File: src/rtl/lin_stat_pkg.sv
package lin_stat_pkg;
  localparam int unsigned WORD_W = 32;
  localparam int unsigned NFLAG  = 7;

  // flag slots inside the flag bank
  localparam int unsigned F_WAKE = 0;
  localparam int unsigned F_STO  = 1;
  localparam int unsigned F_BUS  = 2;
  localparam int unsigned F_CRC  = 3;
  localparam int unsigned F_SUM  = 4;
  localparam int unsigned F_DONE = 5;
  localparam int unsigned F_OVF  = 6;

  // software-visible bit of each slot
  localparam int unsigned FLAG_POS [NFLAG] = '{18, 19, 20, 21, 22, 23, 31};

  function automatic logic [WORD_W-1:0] flag_mask();
    logic [WORD_W-1:0] m;
    m = '0;
    for (int k = 0; k < int'(NFLAG); k++) m[FLAG_POS[k]] = 1'b1;
    return m;
  endfunction

  localparam logic [WORD_W-1:0] FLAG_MASK = flag_mask();

  typedef enum logic {
    SEL_STATUS = 1'b0,
    SEL_ENABLE = 1'b1
  } word_sel_e;
endpackage

File: src/rtl/lin_bus_monitor.sv
module lin_bus_monitor #(
  parameter int unsigned STUCK_BITS = 15,
  localparam int unsigned CW = $clog2(STUCK_BITS + 1)
) (
  input  logic clk,
  input  logic rst_n,
  input  logic tx_busy_i,
  input  logic rxd_i,
  input  logic bit_tick_i,
  output logic stuck_o
);
  localparam logic [CW-1:0] LIMIT = CW'(STUCK_BITS);

  logic          rxd_q;
  logic [CW-1:0] cnt_q;
  logic          edge_w;

  assign edge_w = rxd_i ^ rxd_q;

  always_ff @(posedge clk or negedge rst_n) begin
    if (!rst_n) begin
      rxd_q <= 1'b1;
      cnt_q <= '0;
    end else begin
      rxd_q <= rxd_i;
      if (!tx_busy_i || edge_w)
        cnt_q <= '0;
      else if (bit_tick_i && cnt_q != LIMIT)
        cnt_q <= cnt_q + 1'b1;
    end
  end

  // one pulse when the count reaches the limit; saturation prevents repeats
  assign stuck_o = tx_busy_i & ~edge_w & bit_tick_i & (cnt_q == LIMIT - 1'b1);


  cnt_bound_chk: assert property (@(posedge clk) disable iff (!rst_n)
    cnt_q <= LIMIT);

  edge_restart_chk: assert property (@(posedge clk) disable iff (!rst_n)
    (tx_busy_i && rxd_i != rxd_q) |=> cnt_q == '0);

  idle_hold_chk: assert property (@(posedge clk) disable iff (!rst_n)
    !tx_busy_i |=> cnt_q == '0);
endmodule

File: src/rtl/lin_rx_overrun.sv
module lin_rx_overrun (
  input  logic clk,
  input  logic rst_n,
  input  logic load_i,
  input  logic read_i,
  output logic ovf_o
);
  logic full_q;

  always_ff @(posedge clk or negedge rst_n) begin
    if (!rst_n) full_q <= 1'b0;
    else        full_q <= load_i | (full_q & ~read_i);
  end

  assign ovf_o = load_i & full_q & ~read_i;


  load_fills_chk: assert property (@(posedge clk) disable iff (!rst_n)
    load_i |=> full_q);

  read_empties_chk: assert property (@(posedge clk) disable iff (!rst_n)
    (read_i && !load_i) |=> !full_q);
endmodule

File: src/rtl/lin_flag_bank.sv
module lin_flag_bank #(
  parameter int unsigned N = 7
) (
  input  logic         clk,
  input  logic         rst_n,
  input  logic [N-1:0] set_i,
  input  logic [N-1:0] clr_i,
  output logic [N-1:0] flag_o
);
  for (genvar k = 0; k < N; k++) begin : g_flag
    logic q;
    always_ff @(posedge clk or negedge rst_n) begin
      if (!rst_n)        q <= 1'b0;
      else if (set_i[k]) q <= 1'b1;
      else if (clr_i[k]) q <= 1'b0;
    end
    assign flag_o[k] = q;


    set_wins_chk: assert property (@(posedge clk) disable iff (!rst_n)
      set_i[k] |=> flag_o[k]);

    clr_drops_chk: assert property (@(posedge clk) disable iff (!rst_n)
      (clr_i[k] && !set_i[k]) |=> !flag_o[k]);

    sticky_chk: assert property (@(posedge clk) disable iff (!rst_n)
      (!clr_i[k] && !set_i[k]) |=> $stable(flag_o[k]));
  end
endmodule

File: src/rtl/lin_irq_reduce.sv
module lin_irq_reduce #(
  parameter int unsigned N = 7
) (
  input  logic         clk,
  input  logic         rst_n,
  input  logic [N-1:0] flag_i,
  input  logic [N-1:0] en_i,
  output logic         irq_o
);
  always_ff @(posedge clk or negedge rst_n) begin
    if (!rst_n) irq_o <= 1'b0;
    else        irq_o <= |(flag_i & en_i);
  end


  irq_rise_chk: assert property (@(posedge clk) disable iff (!rst_n)
    (|(flag_i & en_i)) |=> irq_o);

  irq_quiet_chk: assert property (@(posedge clk) disable iff (!rst_n)
    !(|(flag_i & en_i)) |=> !irq_o);
endmodule

File: src/rtl/lin_stat_irq.sv
module lin_stat_irq
  import lin_stat_pkg::*;
#(
  parameter int unsigned STUCK_BITS = 15
) (
  input  logic              clk,
  input  logic              rst_n,
  input  logic              wake_char_i,
  input  logic              bus_asleep_i,
  input  logic              slave_tmo_i,
  input  logic              crc_done_i,
  input  logic              crc_chk_en_i,
  input  logic              crc_mismatch_i,
  input  logic              sum_done_i,
  input  logic              sum_chk_en_i,
  input  logic              sum_mismatch_i,
  input  logic              frame_last_i,
  input  logic              rxb_load_i,
  input  logic              rxb_read_i,
  input  logic              tx_busy_i,
  input  logic              rxd_i,
  input  logic              bit_tick_i,
  input  logic              reg_wr_i,
  input  logic              reg_sel_i,
  input  logic [WORD_W-1:0] reg_wdata_i,
  output logic [WORD_W-1:0] reg_rdata_o,
  output logic              irq_o
);
  logic [NFLAG-1:0]  set_v, clr_v, flags, en_q, en_d;
  logic              stuck_evt, ovf_evt, wr_stat, wr_en;
  logic [WORD_W-1:0] stat_word, en_word;
  logic              unused_wbits;

  assign wr_stat = reg_wr_i & (word_sel_e'(reg_sel_i) == SEL_STATUS);
  assign wr_en   = reg_wr_i & (word_sel_e'(reg_sel_i) == SEL_ENABLE);
  assign unused_wbits = ^(reg_wdata_i & ~FLAG_MASK);

  lin_bus_monitor #(.STUCK_BITS(STUCK_BITS)) u_bus (
    .clk(clk), .rst_n(rst_n), .tx_busy_i(tx_busy_i), .rxd_i(rxd_i),
    .bit_tick_i(bit_tick_i), .stuck_o(stuck_evt)
  );

  lin_rx_overrun u_ovr (
    .clk(clk), .rst_n(rst_n), .load_i(rxb_load_i), .read_i(rxb_read_i),
    .ovf_o(ovf_evt)
  );

  always_comb begin
    set_v         = '0;
    set_v[F_WAKE] = wake_char_i & bus_asleep_i;
    set_v[F_STO]  = slave_tmo_i;
    set_v[F_BUS]  = stuck_evt;
    set_v[F_CRC]  = crc_done_i & crc_chk_en_i & crc_mismatch_i;
    set_v[F_SUM]  = sum_done_i & sum_chk_en_i & sum_mismatch_i;
    set_v[F_DONE] = frame_last_i;
    set_v[F_OVF]  = ovf_evt;
  end

  for (genvar k = 0; k < NFLAG; k++) begin : g_map
    assign clr_v[k] = wr_stat & reg_wdata_i[FLAG_POS[k]];
    assign en_d[k]  = reg_wdata_i[FLAG_POS[k]];
  end

  lin_flag_bank #(.N(NFLAG)) u_flags (
    .clk(clk), .rst_n(rst_n), .set_i(set_v), .clr_i(clr_v), .flag_o(flags)
  );

  always_ff @(posedge clk or negedge rst_n) begin
    if (!rst_n)     en_q <= '0;
    else if (wr_en) en_q <= en_d;
  end

  always_comb begin
    stat_word = '0;
    en_word   = '0;
    for (int k = 0; k < int'(NFLAG); k++) begin
      stat_word[FLAG_POS[k]] = flags[k];
      en_word[FLAG_POS[k]]   = en_q[k];
    end
  end

  assign reg_rdata_o = reg_sel_i ? en_word : stat_word;

  lin_irq_reduce #(.N(NFLAG)) u_irq (
    .clk(clk), .rst_n(rst_n), .flag_i(flags), .en_i(en_q), .irq_o(irq_o)
  );


  wake_gate_chk: assert property (@(posedge clk) disable iff (!rst_n)
    (wake_char_i && !bus_asleep_i && !flags[F_WAKE]) |=> !flags[F_WAKE]);

  crc_gate_chk: assert property (@(posedge clk) disable iff (!rst_n)
    (!crc_chk_en_i && !flags[F_CRC]) |=> !flags[F_CRC]);

  sum_gate_chk: assert property (@(posedge clk) disable iff (!rst_n)
    (!sum_chk_en_i && !flags[F_SUM]) |=> !flags[F_SUM]);

  reserved_zero_chk: assert property (@(posedge clk) disable iff (!rst_n)
    (reg_rdata_o & ~FLAG_MASK) == '0);
endmodule

File: config.mk
export PLATFORM = sky130hd
export DESIGN_NAME = lin_stat_irq
export DESIGN_NICKNAME = d
export VERILOG_FILES = /design/src/rtl/lin_stat_pkg.sv /design/src/rtl/lin_bus_monitor.sv /design/src/rtl/lin_rx_overrun.sv /design/src/rtl/lin_flag_bank.sv /design/src/rtl/lin_irq_reduce.sv /design/src/rtl/lin_stat_irq.sv
export SDC_FILE = /design/constraint.sdc
export NUM_CORES = 1
export LEC_CHECK = 0
export BUFFER_PORTS_ARGS = -buffer_cell sky130_fd_sc_hd__buf_2
export CORE_MARGIN = 4
export CORE_UTILIZATION = 43
export DETAILED_ROUTE_END_ITERATION = 8
export PLACE_DENSITY = 0.94
export SYNTH_ARGS = -nofsm -noshare
export SYNTH_HDL_FRONTEND = slang
export SYNTH_SLANG_ARGS = --single-unit
File: constraint.sdc
create_clock -name clk -period 2.11 [get_ports clk]
set_input_delay 0.211 -clock clk [delete_from_list [all_inputs] [get_ports clk]]
set_output_delay 0.211 -clock clk [all_outputs]
set_load 0.02 [all_outputs]
Word-level counts from Yosys, hierarchy flattened

Index checks and enable logic that the tools add are counted.

Output and inout bits: 33
Word-level logic and storage cells: 70
Register bits: 21

Bitwise operators: 26
$add $sub $neg: 1
Reductions and logical operators: 12
Mux-type cells: 17
Equality and inequality tests: 2

Operator list:

| operator              | number |
|---|---|
| $mux W32              | 1 |
| $and A1 B1 Y1         | 20 |
| $reduce_bool A2 Y1    | 8 |
| $mux W1               | 14 |
| $mux W4               | 2 |
| $and A7 B7 Y7         | 1 |
| $reduce_or A7 Y1      | 1 |
| $add A4 B1 Y4 const B | 1 |
| $eq A4 B4 Y1 const B  | 1 |
| $ne A4 B4 Y1 const B  | 1 |
| $not A1 Y1            | 3 |
| $logic_and A1 B1 Y1   | 1 |
| $logic_not A1 Y1      | 1 |
| $logic_or A1 B1 Y1    | 1 |
| $or A1 B1 Y1          | 1 |
| $xor A1 B1 Y1         | 1 |

Depth between registers and ports, before layout

Gate-level depths: netlist (run 1).

Depth after elaboration: 6
Depth in mapped cells: 4
Gate-level depth less buffers: 4

Modules after synthesis

Synthesis (run 1) repeated with hierarchy kept, for this count alone.

Cell total of the unflattened synthesis: 124
Area total of the unflattened synthesis: 1330.0 um^2

By module, submodules not included:

| module          | cells an instance | sequential area each (um^2) | times used | area an instance (um^2) |
|---|---|---|---|---|
| lin_stat_irq    | 60                | 175.2                       | 1          | 658.1 |
| lin_flag_bank   | 28                | 175.2                       | 1          | 306.5 |
| lin_bus_monitor | 27                | 126.4                       | 1          | 267.8 |
| lin_irq_reduce  | 5                 | 25.0                        | 1          | 55.1 |
| lin_rx_overrun  | 4                 | 25.0                        | 1          | 42.5 |

Least setup slack after synthesis (run 1)

OpenSTA, ideal clock, no wires.

Path kind: reg-to-reg
From: reg u_bus.cnt_q[0]
To: reg u_bus.cnt_q[0]
Stages on the path, launching flop included: 5
Setup slack: 0.840 ns
Library setup time: 0.078 ns
Required time: 2.032 ns
Arrival time: 1.192 ns
Path through: dfrtp_1 ha_1 and3_4 or3_1 a21oi_1

Longest elaborated chain between the ends: 3
Elaborated cells on any way between the ends: 6

RTL lines:

| what                                           | line                                         | source |
|---|---|---|
| start: declaration                             | lin_bus_monitor.sv:15                        | `logic [CW-1:0] cnt_q;` |
| start signal: assignment                       | lin_bus_monitor.sv:29                        | `cnt_q <= cnt_q + 1'b1;` |
| $add A4 B1 Y4 or $ne A4 B4 Y1 (tied branches)  | lin_bus_monitor.sv:29, lin_bus_monitor.sv:28 |  |
| $mux W4 or $logic_and A1 B1 Y1 (tied branches) | lin_bus_monitor.sv:28                        | `else if (bit_tick_i && cnt_q != LIMIT)` |
| $mux W4 or $reduce_bool A2 Y1 (tied branches)  | n/a                                          |  |

Parallel ways exist; a longest one is shown, timed or not. The select of a mux whose other input is x is not followed.
A chain may end at the register's enable or synchronous reset.

Final worst setup path (run 1)

Ends and elaborated chain as after synthesis.

==> impl_metrics.ini, run 1 <==
[status]
status = complete, no violations

[clock_network]
clk_root_buffer_cell = sky130_fd_sc_hd__clkbuf_4
cts-buffers-inserted = 3
post_cts_buffers = 0
cts_htree_levels = 1
clock_tree_from_tritoncts = built
tritoncts_num_sinks = 21
cts.clk_slew.worst_paths_ns = 0.11
clock_latency_ns = 0.29
max-clock-path-buffers = 2

[final_layout]
finalNetCount = 195
multi_input_comb_area_sq_um = 524
fin_area_sq_um = 1310
register_area_sq_um = 527
drive_gt1_share_pct = 39.0
filler_cell_count = 230
syn2layout_area_growth_pct = 11.4
antennaDiodeCount = 0
postLayoutCoreUtil_pct = 51.3

[logic_synthesis]
async_flop_share_pct = 100
synth_top_area_share_pct = 42.7
synth_cell_type_count = 26
netlist_instances = 105
synthesis.area_per_instance_sq_um = 11.2
post-synth-top-count-cell = sky130_fd_sc_hd__buf_4
post-synth-top-area-cell = sky130_fd_sc_hd__dfrtp_1
netlist_top_cells_area = sky130_fd_sc_hd__dfrtp_1, sky130_fd_sc_hd__buf_4, sky130_fd_sc_hd__mux2_2
ys_ff_latch = 21
synth-seq-area-share_pct = 45.0
synth_area_sq_um = 1170
synth_top_flop_cell = sky130_fd_sc_hd__dfrtp_1
synth-edff-count = 0
yosysWarningCount = 0
synth_top_cells_by_count = sky130_fd_sc_hd__buf_4, sky130_fd_sc_hd__dfrtp_1, sky130_fd_sc_hd__mux2_2

[worst_setup_path]
critPathMaxFanout = 5
required_time_of_the_critical_path_ns = 2.34
timing.critical_path.cells = ha_1 -> and3_4 -> or3_1 -> a21oi_1
crit_path_start_kind = flip-flop
cp.arrival_ns = 1.61
endpoint_kind = flip-flop
timing.setup.critical_path_class = flip-flop to flip-flop
cp_slowest_cell = sky130_fd_sc_hd__dfrtp_1
cp_slowest_stage_delay_ns = 0.44

[grt]
grt_start_max_net_pins = 22
via_count_of_the_first_global_routing_pass = 887
grt_use_total_pct = 13.3
globalRouteOverflowTotal = 0
antenna_found_initial = 0
grt_pass1_wl_um = 3700

[power_and_ir_drop]
power_switching_mw = 0.268
power.share.combinational_pct = 24.7
pwr_total_mw = 0.872
pwr-share-seq_pct = 54.1
power.static_leakage_nw = 0.633
power.density_nw_per_um2 = 668
vdd_drop_max_mv = 0.444
cellInternalPower_mw = 0.604
netSwitchingFraction_pct = 30.8
power_frac_clock_pct = 21.2

[timing]
finalSetupViolCount = 0
finalCritPeriodShare_pct = 65.6
finalHoldViolCount = 0
totalNegativeSetupSlack_ns = 0
finalClockSkew_ns = 0.00733
maxSlewViolCount = 0
max_freq_mhz = 722
period_minus_slack_ns = 1.38
rsz_0062_raised_after_global_routing = no
worst_hold_slack_ns = 0.0291

[detailed_routing]
detail_route_antenna_nets = 0
drt-total-wl_um = 2210
drc = 0
detailed_routing_iterations_pass_1 = 4
drt_first_iter_violations = 8
routedWlPerCell_um = 12.9
via_per_inst = 4.88
vias = 834

[floorplanning]
die-area_sq_um = 3620
core_region_area_sq_um = 2540
ios = 84
placement_rows = 18
die_w_um = 60.2
floorplan.initialDensity_pct = 46.0
die-height_um = 60.2

[place]
place_hpwl_um = 1860
placed_area_sq_um = 1270
placement.io_buffers = 33
globalplace.congestion = 0.730

[worst_hold_path]
worst_hold_path_type = input port to flip-flop

[run]
timing.max_cap.violations = 0
timing repair:
action | 4_1_cts | 5_1_grt
endpoints found under the hold margin | 20 | 0
gates resized for setup | 0 | 0
hold buffers | 1 | 0
sequential cells by signal, summed over array words and instances, names as in the netlist:
signal and flops:
en_q 7, u_bus.cnt_q 4, u_bus.rxd_q 1, u_flags.g_flag.q 7
u_irq.irq_o 1, u_ovr.full_q 1
power groups by stage:
stage | clock [mW] | combinational, mW | sequential [mW]
after floorplan | 0 | 0.183 | 0.473
after global placement | 0 | 0.209 | 0.475
after detailed placement | 0 | 0.215 | 0.480
after CTS | 0.187 | 0.217 | 0.472
after global routing | 0.206 | 0.237 | 0.478
final | 0.185 | 0.215 | 0.472
layer usage:
layer / vias up / share of wire [%] / track usage (%)
li1: 390 / - / -
met3: 4 / 11 / 3.46
met5: - / 0 / 0
met1: 393 / 34 / 13.4
met2: 47 / 53 / 25.9
met4: 0 / 1.1 / 4.43
logic make-up after synthesis:
logic type                 share of synthesized area (%)
xor gates and xnor gates                           0.748
AOI/OAI and AO/OA                                   10.9
adders and majority gates                           2.14
and+or+nand+nor                                     9.51
other                                              0.320
DFF                                                 45.0
muxes                                               13.5
buffers and inverters                               17.9
worst max-delay path, delay by kind of cell (launching register included):
family / cells / cell delay, ns
simple gates: 2 / 0.47
fa+ha+maj: 1 / 0.26
flops: 1 / 0.44
compound gates: 1 / 0.16
cells in the final DEF, fill, tap and decap left out, drive strengths merged:
cell	synthesis	routed
mux2	14	14
dlygate4sd3	0	1
nand4	2	2
clkbuf	0	4
buf	26	33
dfstp	1	1
or3	2	2
o2bb2ai	1	1
nor3	2	2
a22o	1	1
conb	1	25
nor2b	1	1
xnor2	1	1
and3	1	1
a211oi	1	1
o21ai	2	2
a21o	3	3
nand2	9	9
nand3	1	1
dfrtp	20	20
inv	4	4
a21oi	3	3
and4	1	1
a22oi	2	2
a222oi	1	1
ha	2	2
a32o	3	3
path summary, 6_finish.rpt:
| kind | start | endpoint | slack [ns] | cells past startpoint |
|---|---|---|---|---|
| max reg2reg | u_bus.cnt_q[0]$_DFFE_PN0P_ | u_bus.cnt_q[0]$_DFFE_PN0P_ | 0.73 | 4 |
| max | u_bus.cnt_q[0]$_DFFE_PN0P_ | u_bus.cnt_q[0]$_DFFE_PN0P_ | 0.73 | 4 |
| min in group asynchronous | rst_n | en_q[0]$_DFFE_PN0P_ | 0.37 | 2 |
| max in group asynchronous | rst_n | u_bus.rxd_q$_DFF_PN1_ | 1.39 | 2 |
| min | rxd_i | u_bus.rxd_q$_DFF_PN1_ | 0.03 | 1 |
| min reg2reg | u_ovr.full_q$_DFF_PN0_ | u_ovr.full_q$_DFF_PN0_ | 0.51 | 1 |
stage by stage:
stage	cells	setup WS, ns
floorplan	129	0.840
global placement	166	0.807
detailed placement	166	0.736
CTS	171	0.714
global route	171	0.629
finish	171	0.725
layout make-up:
cell class | count | share of cell area, %
Inverter | 4 | 1.15
Clock buffer | 4 | 2.01
Multi-Input combinational cell | 78 | 40.2
Tap cell | 30 | 2.88
Timing Repair Buffer | 34 | 13.4
Sequential cell | 21 | 40.4
(Power assumes the default switching activity.)
==> run 2, diff against run 1 <==
ABC_AREA = 1   (was unset)
CORE_UTILIZATION = 37   (was 43)
PLACE_DENSITY = 0.86   (was 0.94)
clock period = 1.15 ns   (was 2.11 ns; I/O delays follow)
==> run 2 against run 1 <==
  * Clock skew decreased by 0.0012 ns
  * The run now ends with hold timing left
  * Synthesized area increased by 4.9%
  * Final cell count increased by 47%
  * Synthesized cell count increased by 50%
  * Count of clock-buffer cells in the layout unchanged
  * Cell area increased by 24%
  * First-iteration DRC count increased to 3.5 times the previous value
  * Sequential power increased by 82%
  * Setup slack got worse by 0.70 ns
==> impl_metrics.ini, run 2 <==
[detailed_routing]
drt_first_iter_violations = 28
drt-total-wl_um = 2630
detailed_routing_iterations_pass_1 = 4
routedWlPerCell_um = 10.4
drc = 0
via_per_inst = 4.22
vias = 1064
detail_route_antenna_nets = 0

[timing]
setup_ws_ns = 0.0300
finalCritPeriodShare_pct = 97.4
worst_hold_slack_ns = -0.00330
totalNegativeSetupSlack_ns = 0
finalHoldViolCount = 1
finalSetupViolCount = 0
rsz_0062_raised_after_global_routing = yes
finalClockSkew_ns = 0.00614
max_freq_mhz = 893
period_minus_slack_ns = 1.12
maxSlewViolCount = 0

[worst_hold_path]
hold_depth = 3
hold_start = wake_char_i
worst_hold_path_type = input port to flip-flop
worst_hold_path.endpoint = u_flags.g_flag[0].q$_DFFE_PN0P_

[worst_setup_path]
regToRegStartpoint = u_bus.cnt_q[0]$_DFFE_PN0P_
required_time_of_the_critical_path_ns = 1.03
critPathMaxFanout = 3
timing.setup.critical_path_class = flip-flop to output port
cp.arrival_ns = 1.01
endpoint_kind = output port
worst-r2r-cell-count = 6
worst-r2r-setup-slack_ns = 0.05
crit-reg2reg-capture = u_bus.cnt_q[1]$_DFFE_PN0P_
crit_path_start_kind = flip-flop

[final_layout]
layout_commonest_cell = sky130_fd_sc_hd__nand2_1
syn2layout_area_growth_pct = 31.5
layout_top_registers = en_q (7), u_flags.g_flag.q (7), u_bus.cnt_q (4)
final_cell_mix = sky130_fd_sc_hd__nand2_1, sky130_fd_sc_hd__buf_2, sky130_fd_sc_hd__conb_1, sky130_fd_sc_hd__dfrtp_1
fin_area_sq_um = 1620
filler_cell_count = 285
finalNetCount = 262
drive_gt1_share_pct = 33.2
antennaDiodeCount = 0
layoutNonFillerInstCount = 252

[status]
violations_in_the_final_reports = hold timing
status = complete, but fails checks

[grt]
grt_pass1_wl_um = 3930
grt_use_total_pct = 11.6
grt_start_max_net_pins = 22
via_count_of_the_first_global_routing_pass = 956
globalRouteOverflowTotal = 0
antenna_found_initial = 0

[power_and_ir_drop]
power.density_nw_per_um2 = 1090
power.static_leakage_nw = 0.865
vdd_drop_max_mv = 0.838

[floorplanning]
core_region_area_sq_um = 3100
die-height_um = 65.6
die-area_sq_um = 4310
placement_rows = 20
ios = 84
die_w_um = 65.6
floorplan.initialDensity_pct = 39.6

[place]
placedCellCount = 233
pre_cts_setup_slack_ns = 0.0223
placement.io_buffers = 33
placed_area_sq_um = 1350
place_hpwl_um = 1870
globalplace.congestion = 0.812

[logic_synthesis]
synth_cell_type_count = 23
synthesis.area_per_instance_sq_um = 7.83
synth_top_area_share_pct = 40.7
synth_top_cells_by_count = sky130_fd_sc_hd__nand2_1, sky130_fd_sc_hd__buf_4, sky130_fd_sc_hd__dfrtp_1
synth_top_flop_cell = sky130_fd_sc_hd__dfrtp_1
post-synth-top-count-cell = sky130_fd_sc_hd__nand2_1
post-synth-top-area-cell = sky130_fd_sc_hd__dfrtp_1
ys_ff_latch = 21
async_flop_share_pct = 100
yosysWarningCount = 0
synth-seq-area-share_pct = 42.9
synth_area_sq_um = 1230
netlist_instances = 157
synth-edff-count = 0
netlist_top_cells_area = sky130_fd_sc_hd__dfrtp_1, sky130_fd_sc_hd__buf_4, sky130_fd_sc_hd__nand2_1

[clock_network]
clk_root_buffer_cell = sky130_fd_sc_hd__clkbuf_4
cts.clk_slew.worst_paths_ns = 0.11
clock_tree_from_tritoncts = built
clock_latency_ns = 0.32
max-clock-path-buffers = 2
cts-buffers-inserted = 3
tritoncts_num_sinks = 21
cts_htree_levels = 1

[run]
timing.max_cap.violations = 0
==> run 2: worst max-delay path by stage <==
stage,from,endpoint,slack (ns)
finish,en_q[6]$_DFFE_PN0P_,reg_rdata_o[31],0.03
global route,en_q[1]$_DFFE_PN0P_,reg_rdata_o[19],-0.03
CTS,u_bus.cnt_q[0]$_DFFE_PN0P_,u_bus.cnt_q[0]$_DFFE_PN0P_,0.002
detailed placement,u_bus.cnt_q[0]$_DFFE_PN0P_,u_bus.cnt_q[0]$_DFFE_PN0P_,0.02
global placement,u_bus.cnt_q[0]$_DFFE_PN0P_,u_bus.cnt_q[0]$_DFFE_PN0P_,0.05
floorplan,u_bus.cnt_q[0]$_DFFE_PN0P_,u_bus.cnt_q[0]$_DFFE_PN0P_,0.11
==> run 2: area by class of cell <==
cell class | instances | area [sq um] | area share, %
multi-input combinational | 119 | 597 | 36.9
sequential | 21 | 527 | 32.6
timing repair buffer | 50 | 353 | 21.8
inverter | 14 | 57.6 | 3.56
tap | 44 | 55.1 | 3.41
clock buffer | 4 | 26.3 | 1.63
==> run 2: kinds of logic after synthesis <==
kind of cell | synth area share [%]
and+or+nand+nor | 25.3
buffers and inverters | 20.8
DFF | 42.9
AOI/OAI and AO/OA | 8.76
adders and majority gates | 2.04
other | 0.305
==> run 2: layer usage <==
layer	GRT usage [%]	share of wire [%]	vias up
li1	-	-	545
met1	14.6	41	471
met2	18.8	48	43
met3	2.39	9.1	5
met4	5.96	1.9	0
met5	0	0	-
==> run 2: worst max-delay path: stages (launching register included) <==
cell,delay [ns]
sky130_fd_sc_hd__dfrtp_1,0.41
sky130_fd_sc_hd__nand2_1,0.10
sky130_fd_sc_hd__nand2_2,0.06
sky130_fd_sc_hd__buf_6,0.12
==> run 2: through the flow <==
| stage | utilization [%] | power [mW] | hold slack [ns] |
|---|---|---|---|
| finish | 52.1 | 1.76 | -0.00330 |
| global placement | 43.6 | 1.26 | 0.0941 |
| detailed placement | 43.6 | 1.27 | 0.0934 |
| floorplan | - | 1.19 | -0.181 |
| CTS | 45.8 | 1.63 | 0.00507 |
| global route | 52.1 | 1.87 | 0.00356 |
==> run 2: report_power, final <==
| part | switching, mW | internal [mW] | leakage (nW) |
|---|---|---|---|
| combinational | 0.306 | 0.231 | 0.600 |
| sequential | 0.0483 | 0.809 | 0.250 |
| clock | 0.226 | 0.136 | 0.0150 |
| total | 0.580 | 1.18 | 0.865 |
==> run 2: timing repair <==
| action | in CTS | in global routing |
|---|---|---|
| resized for setup | 2 | 33 |
| endpoints found under the hold margin | 23 | 1 |
| pin swaps | 0 | 10 |
| setup endpoints to repair | 2 | 11 |
| hold buffers | 4 | 1 |
| buffers inserted | 0 | 10 |
==> run 3, diff against run 2 <==
CORE_UTILIZATION = 41   (was 37)
PLACE_DENSITY = 0.89   (was 0.86)
clock period = 1.1 ns   (was 1.15 ns; I/O delays follow)
==> run 3 against run 2 <==
  * The flow finishes with violations (setup timing)
  * Count of clock-buffer cells in the layout fell by 1
  * Cell area up 1.6%
  * First-iteration DRC count fell by 7.1%
  * Clock skew fell by 0.0054 ns
  * Final cell count down 2.4%
  * Clock power increased by 3%
==> impl_metrics.ini, run 3 (synthesis gave the netlist of run 2 again) <==
[power_and_ir_drop]
power.static_leakage_nw = 0.896
vdd_drop_max_mv = 0.749
pwr_total_mw = 1.85
power.density_nw_per_um2 = 1130

[clock_network]
max-clock-path-buffers = 2
clk_root_buffer_cell = sky130_fd_sc_hd__clkbuf_4
cts-buffers-inserted = 3
clock_tree_from_tritoncts = built
cts_htree_levels = 1
tritoncts_num_sinks = 21
clock_latency_ns = 0.30
cts.clk_slew.worst_paths_ns = 0.12

[floorplanning]
die_w_um = 62.7
placement_rows = 19
floorplan.initialDensity_pct = 43.8
core_region_area_sq_um = 2810
die-area_sq_um = 3940
die-height_um = 62.7
ios = 84

[worst_setup_path]
crit-reg2reg-capture = u_bus.cnt_q[1]$_DFFE_PN0P_
required_time_of_the_critical_path_ns = 0.99
worst_path_buf_inv = 1
timing.setup.critical_path_class = flip-flop to output port
crit_path_end = reg_rdata_o[21]
timing.critical_path.cells = nand2_1 -> nand2_1 -> buf_6
cp_slowest_stage_delay_ns = 0.42
setup.worst_path.start = u_flags.g_flag[3].q$_DFFE_PN0P_
regToRegStartpoint = u_bus.cnt_q[0]$_DFFE_PN0P_
crit_path_start_kind = flip-flop
cp_slowest_cell = sky130_fd_sc_hd__dfrtp_1
worst-r2r-cell-count = 7
crit_path_max_delay_family = flip-flops
worst-r2r-setup-slack_ns = 0
critical_path_cell_count = 3
cp.arrival_ns = 1.00
critPathMaxFanout = 3
worst_path_most_repeated_cell = sky130_fd_sc_hd__nand2_1
endpoint_kind = output port

[timing]
finalSetupViolCount = 1
period_minus_slack_ns = 1.11
setup_ws_ns = -0.0127
totalNegativeSetupSlack_ns = -0.0127
finalCritPeriodShare_pct = 101
maxSlewViolCount = 0
max_freq_mhz = 899
rsz_0062_raised_after_global_routing = yes
finalClockSkew_ns = 0.000714
finalHoldViolCount = 0

[detailed_routing]
drt_first_iter_violations = 26
drt-total-wl_um = 2610
detail_route_antenna_nets = 0
drc = 0
via_per_inst = 4.43
routedWlPerCell_um = 10.6
detailed_routing_iterations_pass_1 = 4
vias = 1090

[grt]
antenna_found_initial = 0
grt_use_total_pct = 12.9
globalRouteOverflowTotal = 0
grt_pass1_wl_um = 4130
via_count_of_the_first_global_routing_pass = 966
grt_start_max_net_pins = 22

[place]
placement.io_buffers = 33
pre_cts_setup_slack_ns = -0.0234
placed_area_sq_um = 1340
placedCellCount = 220
globalplace.congestion = 0.809
place_hpwl_um = 1740

[final_layout]
layout_commonest_cell = sky130_fd_sc_hd__nand2_1
drive_gt1_share_pct = 35.3
finalNetCount = 269
filler_cell_count = 243
layout_top_registers = en_q (7), u_flags.g_flag.q (7), u_bus.cnt_q (4)
final_cell_mix = sky130_fd_sc_hd__nand2_1, sky130_fd_sc_hd__buf_2, sky130_fd_sc_hd__conb_1, sky130_fd_sc_hd__dfrtp_1, sky130_fd_sc_hd__buf_4
layoutNonFillerInstCount = 246
fin_area_sq_um = 1640
syn2layout_area_growth_pct = 33.6
antennaDiodeCount = 0

[run]
timing.max_cap.violations = 0

[worst_hold_path]
worst_hold_path_type = input port to flip-flop
hold_start = crc_chk_en_i
hold_depth = 3

[status]
violations_in_the_final_reports = setup timing
status = complete, but fails checks
[run 3: what timing repair did]
| action | CTS | global route |
|---|---|---|
| resized for setup | 11 | 21 |
| endpoints found under the setup margin | 9 | 11 |
| pin swaps | 4 | 12 |
| hold buffers | 7 | 0 |
| gates cloned | 0 | 0 |
| buffers inserted | 9 | 6 |
| hold endpoints to repair | 25 | 0 |
[run 3: metal layers]
| metal | vias up | global-route usage, % | routed length (um) |
|---|---|---|---|
| met3 | 4 | 2.70 | 167 |
| li1 | 557 | - | - |
| met1 | 489 | 15.5 | 1100 |
| met5 | - | 0 | 0 |
| met2 | 40 | 22.4 | 1320 |
| met4 | 0 | 5.23 | 25 |
[run 3: worst min-delay path, stage by stage]
cell                      delay [ns]
sky130_fd_sc_hd__buf_2          0.07
sky130_fd_sc_hd__nand3_1        0.05
sky130_fd_sc_hd__nand2_1        0.06
[run 3: final cells by class]
type | count | area (sq um) | area share (%)
Clock inverter | 1 | 5.00 | 0.305
Tap cell | 31 | 38.8 | 2.36
Inverter | 14 | 55.1 | 3.35
Clock buffer | 3 | 22.5 | 1.37
Timing Repair Buffer | 57 | 407 | 24.8
Sequential cell | 21 | 528 | 32.2
Multi-Input combinational cell | 119 | 586 | 35.7
[run 3: power breakdown]
part           switching, mW  internal [mW]  leakage [nW]
Sequential            0.0480          0.846         0.249
Clock                  0.236          0.135        0.0177
Combinational          0.327          0.255         0.629
Total                  0.611           1.24         0.896
[run 3: through the flow]
step | utilization [%] | hold WS, ns
floorplan | - | -0.186
global placement | 47.7 | 0.0862
detailed placement | 47.7 | 0.0884
CTS | 54.5 | 0.0132
global route | 58.5 | 0.0105
finish | 58.5 | 0.0203
[run 3: worst min-delay path by stage]
stage                                            endpoint  slack [ns]
after floorplan                       en_q[0]$_DFFE_PN0P_       -0.19
final                     u_flags.g_flag[3].q$_DFFE_PN0P_        0.02
after detailed placement       u_bus.cnt_q[0]$_DFFE_PN0P_        0.09
after global routing      u_flags.g_flag[3].q$_DFFE_PN0P_        0.01
after CTS                 u_flags.g_flag[3].q$_DFFE_PN0P_        0.01
after global placement         u_bus.cnt_q[2]$_DFFE_PN0P_        0.09
